File: src/rtl/hilo_pkg.sv
package hilo_pkg;

  localparam int FUNC_W = 6;

  // primary group
  localparam logic [FUNC_W-1:0] FN_RD_HI = 6'h10;
  localparam logic [FUNC_W-1:0] FN_WR_HI = 6'h11;
  localparam logic [FUNC_W-1:0] FN_RD_LO = 6'h12;
  localparam logic [FUNC_W-1:0] FN_WR_LO = 6'h13;
  localparam logic [FUNC_W-1:0] FN_MUL_S = 6'h18;
  localparam logic [FUNC_W-1:0] FN_MUL_U = 6'h19;
  localparam logic [FUNC_W-1:0] FN_DIV_S = 6'h1A;
  localparam logic [FUNC_W-1:0] FN_DIV_U = 6'h1B;

  // secondary group
  localparam logic [FUNC_W-1:0] FN_ACC_ADD_S = 6'h00;
  localparam logic [FUNC_W-1:0] FN_ACC_ADD_U = 6'h01;
  localparam logic [FUNC_W-1:0] FN_MUL3      = 6'h02;
  localparam logic [FUNC_W-1:0] FN_ACC_SUB_S = 6'h04;
  localparam logic [FUNC_W-1:0] FN_ACC_SUB_U = 6'h05;

  typedef enum logic [3:0] {
    K_NONE,
    K_RD_HI,
    K_WR_HI,
    K_RD_LO,
    K_WR_LO,
    K_MULT,
    K_DIV,
    K_ACC_ADD,
    K_ACC_SUB,
    K_MUL3
  } cmd_kind_e;

endpackage

File: src/rtl/hilo_mul.sv
// Full-width product of two W-bit operands, signed or unsigned.
module hilo_mul #(
  parameter int W = 32
) (
  input  logic [W-1:0]   a_i,
  input  logic [W-1:0]   b_i,
  input  logic           sgn_i,
  output logic [2*W-1:0] prod_o
);
  localparam int PW = 2 * W;

  logic [PW-1:0] a_ext;
  logic [PW-1:0] b_ext;

  always_comb begin
    a_ext = sgn_i ? {{W{a_i[W-1]}}, a_i} : {{W{1'b0}}, a_i};
    b_ext = sgn_i ? {{W{b_i[W-1]}}, b_i} : {{W{1'b0}}, b_i};
    // modulo 2^PW product of the extended operands equals the true product
    prod_o = a_ext * b_ext;
  end
endmodule

File: src/rtl/hilo_div.sv
// Restoring divider, one quotient bit per clock, with sign fix-up.
module hilo_div #(
  parameter int W = 32
) (
  input  logic         clk,
  input  logic         rst,
  input  logic         start_i,
  input  logic         sgn_i,
  input  logic [W-1:0] dividend_i,
  input  logic [W-1:0] divisor_i,
  output logic         busy_o,
  output logic         done_o,
  output logic [W-1:0] quot_o,
  output logic [W-1:0] rem_o
);
  localparam int CW = $clog2(W) + 1;
  localparam logic [CW-1:0] LAST = CW'(W - 1);

  logic          running_q, done_q;
  logic [CW-1:0] cnt_q;
  logic [W-1:0]  part_q;     // partial remainder
  logic [W-1:0]  shreg_q;    // dividend bits out, quotient bits in
  logic [W-1:0]  dvs_q;
  logic [W-1:0]  orig_q;
  logic          neg_quo_q, neg_rem_q, zero_q;
  logic [W-1:0]  quot_q, rem_q;

  logic [W:0]    shifted, trial;
  logic          take;
  logic [W-1:0]  nxt_part, nxt_shreg;
  logic [W-1:0]  a_mag, b_mag;

  always_comb begin
    a_mag     = (sgn_i && dividend_i[W-1]) ? (~dividend_i + 1'b1) : dividend_i;
    b_mag     = (sgn_i && divisor_i[W-1])  ? (~divisor_i + 1'b1)  : divisor_i;
    shifted   = {part_q, shreg_q[W-1]};
    trial     = shifted - {1'b0, dvs_q};
    take      = ~trial[W];
    nxt_part  = take ? trial[W-1:0] : shifted[W-1:0];
    nxt_shreg = {shreg_q[W-2:0], take};
  end

  always_ff @(posedge clk) begin
    if (rst) begin
      running_q <= 1'b0;
      done_q    <= 1'b0;
      cnt_q     <= '0;
      part_q    <= '0;
      shreg_q   <= '0;
      dvs_q     <= '0;
      orig_q    <= '0;
      neg_quo_q <= 1'b0;
      neg_rem_q <= 1'b0;
      zero_q    <= 1'b0;
      quot_q    <= '0;
      rem_q     <= '0;
    end else begin
      done_q <= 1'b0;
      if (start_i && !running_q && !done_q) begin
        running_q <= 1'b1;
        cnt_q     <= '0;
        part_q    <= '0;
        shreg_q   <= a_mag;
        dvs_q     <= b_mag;
        orig_q    <= dividend_i;
        neg_quo_q <= sgn_i & (dividend_i[W-1] ^ divisor_i[W-1]);
        neg_rem_q <= sgn_i & dividend_i[W-1];
        zero_q    <= (divisor_i == '0);
      end else if (running_q) begin
        part_q  <= nxt_part;
        shreg_q <= nxt_shreg;
        cnt_q   <= cnt_q + 1'b1;
        if (cnt_q == LAST) begin
          running_q <= 1'b0;
          done_q    <= 1'b1;
          if (zero_q) begin
            quot_q <= '1;
            rem_q  <= orig_q;
          end else begin
            quot_q <= neg_quo_q ? (~nxt_shreg + 1'b1) : nxt_shreg;
            rem_q  <= neg_rem_q ? (~nxt_part + 1'b1)  : nxt_part;
          end
        end
      end
    end
  end

  assign busy_o = running_q | done_q;
  assign done_o = done_q;
  assign quot_o = quot_q;
  assign rem_o  = rem_q;
endmodule

File: src/rtl/hilo_muldiv.sv
module hilo_muldiv
  import hilo_pkg::*;
#(
  parameter int W = 32
) (
  input  logic              clk,
  input  logic              rst,
  input  logic              op_valid,
  input  logic              op_alt,
  input  logic [FUNC_W-1:0] op_func,
  input  logic [W-1:0]      rs_val,
  input  logic [W-1:0]      rt_val,
  output logic              busy,
  output logic              rd_valid,
  output logic [W-1:0]      rd_data,
  output logic              mul_valid,
  output logic [W-1:0]      mul_lo
);
  localparam int PW = 2 * W;

  cmd_kind_e     kind;
  logic          kind_sgn;
  logic          accept, is_read;
  logic [PW-1:0] prod, acc_now, acc_add, acc_sub;
  logic          div_busy, div_done;
  logic [W-1:0]  div_quot, div_rem;

  logic [W-1:0]  hi_q, lo_q;
  logic          pend_q, pend_hi_q;

  always_comb begin
    kind     = K_NONE;
    kind_sgn = 1'b0;
    if (!op_alt) begin
      unique case (op_func)
        FN_RD_HI: kind = K_RD_HI;
        FN_WR_HI: kind = K_WR_HI;
        FN_RD_LO: kind = K_RD_LO;
        FN_WR_LO: kind = K_WR_LO;
        FN_MUL_S: begin kind = K_MULT; kind_sgn = 1'b1; end
        FN_MUL_U: kind = K_MULT;
        FN_DIV_S: begin kind = K_DIV; kind_sgn = 1'b1; end
        FN_DIV_U: kind = K_DIV;
        default:  kind = K_NONE;
      endcase
    end else begin
      unique case (op_func)
        FN_ACC_ADD_S: begin kind = K_ACC_ADD; kind_sgn = 1'b1; end
        FN_ACC_ADD_U: kind = K_ACC_ADD;
        FN_MUL3:      begin kind = K_MUL3; kind_sgn = 1'b1; end
        FN_ACC_SUB_S: begin kind = K_ACC_SUB; kind_sgn = 1'b1; end
        FN_ACC_SUB_U: kind = K_ACC_SUB;
        default:      kind = K_NONE;
      endcase
    end
  end

  assign accept  = op_valid && !div_busy;
  assign is_read = (kind == K_RD_HI) || (kind == K_RD_LO);

  hilo_mul #(.W(W)) u_mul (
    .a_i    (rs_val),
    .b_i    (rt_val),
    .sgn_i  (kind_sgn),
    .prod_o (prod)
  );

  hilo_div #(.W(W)) u_div (
    .clk        (clk),
    .rst        (rst),
    .start_i    (accept && (kind == K_DIV)),
    .sgn_i      (kind_sgn),
    .dividend_i (rs_val),
    .divisor_i  (rt_val),
    .busy_o     (div_busy),
    .done_o     (div_done),
    .quot_o     (div_quot),
    .rem_o      (div_rem)
  );

  always_comb begin
    acc_now = {hi_q, lo_q};
    acc_add = acc_now + prod;
    acc_sub = acc_now - prod;
  end

  always_ff @(posedge clk) begin
    if (rst) begin
      hi_q      <= '0;
      lo_q      <= '0;
      rd_valid  <= 1'b0;
      rd_data   <= '0;
      mul_valid <= 1'b0;
      mul_lo    <= '0;
      pend_q    <= 1'b0;
      pend_hi_q <= 1'b0;
    end else begin
      rd_valid  <= 1'b0;
      mul_valid <= 1'b0;
      if (div_done) begin
        hi_q <= div_rem;
        lo_q <= div_quot;
      end
      if (accept) begin
        unique case (kind)
          K_RD_HI:   begin rd_data <= hi_q; rd_valid <= 1'b1; end
          K_RD_LO:   begin rd_data <= lo_q; rd_valid <= 1'b1; end
          K_WR_HI:   hi_q <= rs_val;
          K_WR_LO:   lo_q <= rs_val;
          K_MULT:    {hi_q, lo_q} <= prod;
          K_ACC_ADD: {hi_q, lo_q} <= acc_add;
          K_ACC_SUB: {hi_q, lo_q} <= acc_sub;
          K_MUL3:    begin mul_lo <= prod[W-1:0]; mul_valid <= 1'b1; end
          default:   ;
        endcase
      end else if (op_valid && is_read) begin
        pend_q    <= 1'b1;
        pend_hi_q <= (kind == K_RD_HI);
      end
      if (pend_q && !div_busy) begin
        rd_data  <= pend_hi_q ? hi_q : lo_q;
        rd_valid <= 1'b1;
        pend_q   <= 1'b0;
      end
    end
  end

  assign busy = div_busy;
endmodule

File: config.mk
export PLATFORM = sky130hd
export DESIGN_NAME = hilo_muldiv
export DESIGN_NICKNAME = d
export VERILOG_FILES = /design/src/rtl/hilo_pkg.sv /design/src/rtl/hilo_mul.sv /design/src/rtl/hilo_div.sv /design/src/rtl/hilo_muldiv.sv
export SDC_FILE = /design/constraint.sdc
export NUM_CORES = 2
export LEC_CHECK = 0
export BUFFER_PORTS_ARGS = -buffer_cell sky130_fd_sc_hd__buf_4
export CAP_MARGIN = 10
export CORE_MARGIN = 4
export CORE_UTILIZATION = 60
export CTS_CLUSTER_DIAMETER = 150
export DETAILED_ROUTE_END_ITERATION = 8
export HOLD_SLACK_MARGIN = 0.02
export PLACE_DENSITY = 0.88
export SYNTH_ARGS = -nofsm -noshare
export SYNTH_HDL_FRONTEND = slang
export SYNTH_SLANG_ARGS = --single-unit
export TNS_END_PERCENT = 10
File: constraint.sdc
create_clock -name clk -period 13.04 [get_ports clk]
set_input_delay 1.956 -clock clk [delete_from_list [all_inputs] [get_ports clk]]
set_output_delay 1.956 -clock clk [all_outputs]
set_load 0.02 [all_outputs]
* After elaboration in Yosys (flattened, before gate mapping)
Cells that the tools add are included.
** Storage, ports and cells
- Input port bits :: 74
- Bits in registers :: 335
** Cells by class
- Bitwise logic cells :: 12
- Equal/unequal tests :: 22
- Multipliers :: 1
- Multiplexer cells :: 35
- Reduce and logical (&&, ||, !) cells :: 32
- Add/subtract/negate cells :: 8
** Operator list (number)
- 32-bit 2-to-1 mux :: 16
- 32-bit one-hot mux with 4 select lines :: 2
- 32-bit by 1-bit adder with 32-bit output (second input constant) :: 4
- 64-bit 2-to-1 mux :: 2
- 32-bit NOT :: 4
- 64-bit adder :: 1
- 64-bit by 64-bit multiplier with 64-bit output :: 1
- 32-bit one-hot mux with 2 select lines :: 1
- 64-bit subtractor :: 1
- 6-bit by 5-bit equality test with 1-bit output (second input constant) :: 9
- 33-bit by 32-bit subtractor with 33-bit output :: 1
- 32-bit logical NOT :: 1
- 3-bit one-hot mux with 6 select lines :: 1
- 2-bit OR reduction :: 9
- 4-bit by 3-bit equality test with 1-bit output (second input constant) :: 4
- 6-bit by 3-bit equality test with 1-bit output (second input constant) :: 2
- 4-bit one-hot mux with 3 select lines :: 1
- 1-bit 2-to-1 mux :: 11
- 4-bit by 2-bit equality test with 1-bit output (second input constant) :: 2
- 4-bit equality test (second input constant) :: 2
- 1-bit logical AND :: 8
- 6-bit by 1-bit adder with 6-bit output (second input constant) :: 1
- 6-bit by 1-bit equality test with 1-bit output (second input constant) :: 1
- 6-bit by 2-bit equality test with 1-bit output (second input constant) :: 1
- other kinds (14) :: 24

* Depth between registers and ports, before layout
- Word-level depth :: 10
- Mapped depth :: 50

* Cells and area by module
From an unflattened synthesis, not the netlist that was laid out.
** Unflattened totals
- Cells, all modules :: 8865
- Area, all modules :: 75785.2 sq um
** By module, submodules not included
- hilo_mul :: sequential area each 0.0 sq um, area each 47795.8 sq um, instances 1, cells each 5092
- hilo_muldiv :: sequential area each 2642.5 sq um, area each 14729.1 sq um, instances 1, cells each 2039
- hilo_div :: sequential area each 4063.9 sq um, area each 13260.2 sq um, instances 1, cells each 1734

* Worst setup path after synthesis
Ideal clock, no wire load.
- Path kind :: in2reg
- From :: input op_func[3]
- To :: register hi_q[31]
- Stages :: 44
- Slack :: -0.454 ns
- Path buffers :: 5
- Data arrival time :: 13.355 ns
- Library setup time :: 0.139 ns
- Path through :: clkbuf_1 -> nor4b_2 -> a22oi_1 -> nor3b_2 -> clkbuf_1 -> clkbuf_1 -> nand2_1 -> fa_1 -> inv_1 -> fa_1 -> inv_1 -> fa_1 -> inv_1 -> fa_1 -> fa_1 -> fa_1 -> fa_1 -> fa_1 -> [8 not listed] -> a2111oi_0 -> o32a_1 -> o22ai_1 -> nor2_1 -> xnor2_1 -> ha_1 -> clkbuf_1 -> or4_1 -> or4_1 -> nand3b_1 -> nor3_1 -> o31ai_1 -> nand4_1 -> nand2_1 -> o31a_1 -> or3_1 -> a31oi_1 -> a211oi_1
** Between the ends
- Cells in the longest elaborated chain, start to end :: 9
- Elaborated cells between the ends (all ways) :: 36
- Classes of those cells :: 2 x add/sub; 1 x mul; 16 x eq/ne; 10 x mux; 7 x reduce/logical
** Ends and longest elaborated chain
- start: declaration :: line hilo_muldiv.sv:10 : input logic [FUNC_W-1:0] op_func,
- 6-bit by 3-bit equality test with 1-bit output (tied with other cells) :: line hilo_muldiv.sv:47 : unique case (op_func)
- 3-bit OR reduction (no line) / 2-bit OR reduction (equally long branches)
- 1-bit 2-to-1 mux, on equally long branches :: line hilo_muldiv.sv:47, hilo_muldiv.sv:35
- 1-bit 2-to-1 mux :: line hilo_muldiv.sv:34 : if (!op_alt) begin
- 64-bit 2-to-1 mux, on equally long branches :: line hilo_mul.sv:16, hilo_mul.sv:17
- 64-bit by 64-bit multiplier with 64-bit output :: line hilo_mul.sv:19 : prod_o = a_ext * b_ext;
- 64-bit subtractor / 64-bit adder (equally long branches) :: line hilo_muldiv.sv:84, hilo_muldiv.sv:83
- 32-bit one-hot mux with 4 select lines * :: line hilo_muldiv.sv:105 : unique case (kind)
- 32-bit 2-to-1 mux * :: line hilo_muldiv.sv:104 : if (accept) begin
- end signal: assignment :: line hilo_muldiv.sv:108 : K_WR_HI: hi_q <= rs_val;
- end signal: assignment :: line hilo_muldiv.sv:110 : K_MULT: {hi_q, lo_q} <= prod;
- end signal: assignment :: line hilo_muldiv.sv:112 : K_ACC_SUB: {hi_q, lo_q} <= acc_sub;
- end: declaration :: line hilo_muldiv.sv:28 : logic [W-1:0] hi_q, lo_q;
Mark *: on every way between the ends. The rest lies on a longest branch, timed or not.
A chain may end at the register's enable or synchronous reset.

* Worst setup path in the final report
- From :: input op_func[3]
- To :: register hi_q[30]
The elaborated chain is that of the path after synthesis.

==> results.md <==
* Worst-path clk slew at 0.06 ns
* Summed instance area of the synthesized netlist at 74440 sq um
* Proportion of register bits with asynchronous set or reset after synthesis at 0%
* Startpoint of the lowest-slack register-to-register path: u_div.shreg_q[31]$_SDFFE_PP0P_
* CP max-delay cell: sky130_fd_sc_hd__fa_1
* Placed wire-length estimate after detailed placement at 225700 microns
* Layout overhead on the synthesized area at 12.63%
* Largest area contributor in the netlist: sky130_fd_sc_hd__fa_1
* Run status: finished clean
* Reg-to-reg slack, setup at 6.73 ns
* Total number of vias at 66.72k
* Synth warn at 0
* Area share of the leading cell type in the synthesized netlist at 38.32%
* Mean instance size in the synthesized netlist at 8.477 sq um
* Data required time of the critical path at 13.49 ns
* Routability cong. at 1.064
* Number of enable flip-flop cells after synthesis at 0
* Max-slew headroom at 24.10%
* Clock latency at the later pin of the worst-skew pair at 0.57 ns
* Proportion of layout cells with a drive suffix above 1 at 12.88%
* CP top delay family: adder cells
* Number of endpoints failing setup at the final stage at 0
* Count of buffers inserted at the top-level ports at 140
* Number of global-route vias before repair at 69.82k
* Initial antenna violation count at 33
* Worst hold path startpoint: u_div.dvs_q[25]$_SDFFE_PP0P_
* Avg Vias per Cell at 6.101
* Post-synthesis net count at 10.75k
* Most frequent cell after synthesis: sky130_fd_sc_hd__inv_1
* Placeable core region at 122500 sq um
* Total of max-cap violations at 0
* Clock tree skew after final layout at 0.02583 ns
* Count of standard-cell rows at 128
* Endpoint class of the critical path: register
* Chip Width at 360.2 microns
* Number of sinks on the clock net at 335
* Endpoint of the lowest-slack register-to-register path: u_div.rem_o[26]$_SDFFE_PP0P_
* Critical path type: primary input to register
* Cell seen most often among critical-path stages: sky130_fd_sc_hd__fa_1
* Antenna violation net count after detailed routing at 0
* FF+latch count, synth at 335
* Final Util at 68.43%
* TritonCTS clock tree: yes
* Area of the die at 129800 sq um
* RSZ-0062 raised after global routing: true
* Worst-Margin Slew at 1.134 ns
* Buffering stage count on the worst path with inverters included at 7
* Total CTS buffers at 35
* Number of DRC violations after detailed routing at 0
* Kind of start point of the critical path: primary input
* GR Overflow Total at 0
* Arrival time worst endpoint at 13.40 ns
* Sequential area share after synthesis at 9.009%
* # H-tree levels at 2
* DR iter-0 viols at 8221
* Highest attainable clock frequency at 77.22 MHz
* First-pass GRT wire length at 414300 microns
* Main flop type after synthesis: sky130_fd_sc_hd__dfxtp_1
* Floorplan die height at 360.2 microns
* Dominant cells by area after synthesis: sky130_fd_sc_hd__fa_1, sky130_fd_sc_hd__dfxtp_1, sky130_fd_sc_hd__inv_1, sky130_fd_sc_hd__ha_1, sky130_fd_sc_hd__nand2_1
* Largest stage delay on the critical path at 0.60 ns
* Library cell used as clock root buffer: sky130_fd_sc_hd__clkbuf_16
* Synth cell types at 103
* Io pins at 141
* Layout Nets at 11.24k
* First drt pass iteration count at 8
* Initial Utilization at 60.76%
* Wirelength, routed at 273300 microns
* Detail-routed net length per standard cell at 24.99 microns
* Synthesized instance count at 8781
* Final Slew Violations at 0
* Hold Path Class: register to register
* Minimum clock period after layout at 12.95 ns
* Worst Path Max Fanout at 6
* Synth cell count leaders: sky130_fd_sc_hd__inv_1, sky130_fd_sc_hd__fa_1, sky130_fd_sc_hd__nand2_1
* Total count of hold-check failures in the final report at 0
* GR Util All Layers at 41.71%
* Sink of the worst hold path: u_div.dvs_q[25]$_SDFFE_PP0P_
* Final period util at 99.31%
* Cells on Worst Hold Path at 2
* Register-to-Register Path Depth at 23
* Longest Clk Path Bufs at 3
* Largest net degree at the start of global routing at 96
[registers in the layout, indices dropped and copies added, names as in the netlist, 6 cells and up]
register and cells:
u_div.cnt_q 6, mul_lo 32, rd_data 32, hi_q 32
u_div.rem_o 32, u_div.part_q 32, u_div.quot_o 32, lo_q 32
u_div.dvs_q 32, u_div.shreg_q 32, u_div.orig_q 32
[per-layer routing]
layer	track usage, %	routed length [microns]	up-vias
met1	53.50	99580	32690
li1	-	-	28450
met5	0	186	-
met3	14.06	38220	1097
met4	22.07	18440	16
met2	62.87	116900	4458
[worst max path at each step]
stage                          endpoint  startpoint  cells past startpoint
finish              hi_q[30]$_SDFF_PP0_  op_func[3]                     40
global route        hi_q[31]$_SDFF_PP0_  op_func[3]                     42
CTS                 hi_q[31]$_SDFF_PP0_      op_alt                     43
detailed placement  hi_q[29]$_SDFF_PP0_      op_alt                     49
global placement    hi_q[31]$_SDFF_PP0_  op_func[3]                     42
floorplan           hi_q[31]$_SDFF_PP0_  op_func[3]                     42
[layout by cell type, fill, tap and decap left out, types with 60 or more instances in the layout]
master / instances
sky130_fd_sc_hd__inv_1: 1751
sky130_fd_sc_hd__fa_1: 1420
sky130_fd_sc_hd__nand2_1: 1140
sky130_fd_sc_hd__buf_4: 954
sky130_fd_sc_hd__ha_1: 463
sky130_fd_sc_hd__a21oi_1: 452
sky130_fd_sc_hd__and2_1: 391
sky130_fd_sc_hd__nor2_1: 365
sky130_fd_sc_hd__dfxtp_1: 333
sky130_fd_sc_hd__o21ai_0: 227
sky130_fd_sc_hd__xnor2_1: 195
sky130_fd_sc_hd__mux2i_1: 146
sky130_fd_sc_hd__a211oi_1: 140
sky130_fd_sc_hd__xor2_1: 114
sky130_fd_sc_hd__nand3_1: 72
sky130_fd_sc_hd__nor3_1: 66
sky130_fd_sc_hd__a21o_1: 62
sky130_fd_sc_hd__a221oi_1: 60
[per-stage QoR]
step | hold WS [ns] | setup WS (ns) | area, sq um | setup TNS [ns] | cells
after detailed placement | 0.4449 | -0.7254 | 82040 | -8.659 | 10840
after global placement | 0.4386 | -0.3934 | 82030 | -4.309 | 10840
final | 0.4530 | 0.09016 | 83840 | 0 | 10940
after global routing | 0.4763 | -0.2101 | 83790 | -2.025 | 10920
after CTS | 0.4532 | 0.006073 | 83290 | 0 | 10900
after floorplan | 0.4319 | -0.1092 | 74480 | -0.1174 | 8781
[cell type report]
class                   instances  area, sq um
diodes                         19        47.55
clock buffers                  46        957.2
clock inverters                18        265.3
fillers                      9377        38680
inverters                    1764         6624
multi-input cells            6146        59510
flip-flops and latches        335         6714
well taps                    1625         2033
repair buffers                983         7687
[what timing repair did]
| item | 4_1_cts | 5_1_grt |
|---|---|---|
| setup endpoints to repair | 4 | 21 |
| resized for setup | 5 | 88 |
| hold buffers | 0 | 0 |
| buffers inserted | 0 | 14 |
| endpoints found under the hold margin | 0 | 0 |
| pin swaps | 0 | 49 |
[worst reg2reg max path, stage by stage (launching register included)]
cell and delay, ns:
sky130_fd_sc_hd__dfxtp_1 0.33, sky130_fd_sc_hd__inv_1 0.08, sky130_fd_sc_hd__ha_1 0.18, sky130_fd_sc_hd__inv_1 0.06, sky130_fd_sc_hd__fa_1 0.42, sky130_fd_sc_hd__a211oi_2 0.30, sky130_fd_sc_hd__o211ai_2 0.25, sky130_fd_sc_hd__a221oi_4 0.57
sky130_fd_sc_hd__nor2_2 0.11, sky130_fd_sc_hd__or3_1 0.41, sky130_fd_sc_hd__and3_2 0.34, sky130_fd_sc_hd__inv_4 0.44, sky130_fd_sc_hd__nor2_1 0.14, sky130_fd_sc_hd__a21oi_1 0.30, sky130_fd_sc_hd__ha_1 0.28, sky130_fd_sc_hd__nand2_1 0.07
sky130_fd_sc_hd__nor4_1 0.51, sky130_fd_sc_hd__and4b_1 0.32, sky130_fd_sc_hd__mux2i_2 0.21, sky130_fd_sc_hd__nor4_4 0.35, sky130_fd_sc_hd__a21oi_1 0.15, sky130_fd_sc_hd__xnor2_1 0.18, sky130_fd_sc_hd__nor2_1 0.13, sky130_fd_sc_hd__nor3_2 0.05
[logic make-up after synthesis]
| kind of cell | Yosys count | share of synthesized area (%) |
|---|---|---|
| simple gates | 2351 | 14.64 |
| flops | 335 | 9.009 |
| fa+ha+maj | 1900 | 46.30 |
| mux | 157 | 2.160 |
| buf+inv | 2300 | 11.68 |
| xor+xnor | 319 | 3.753 |
| compound gates | 1419 | 12.46 |
Power is left out: the tool's default activity adds up to more than one toggle a clock period on the data nets, which glitch-free logic cannot reach.
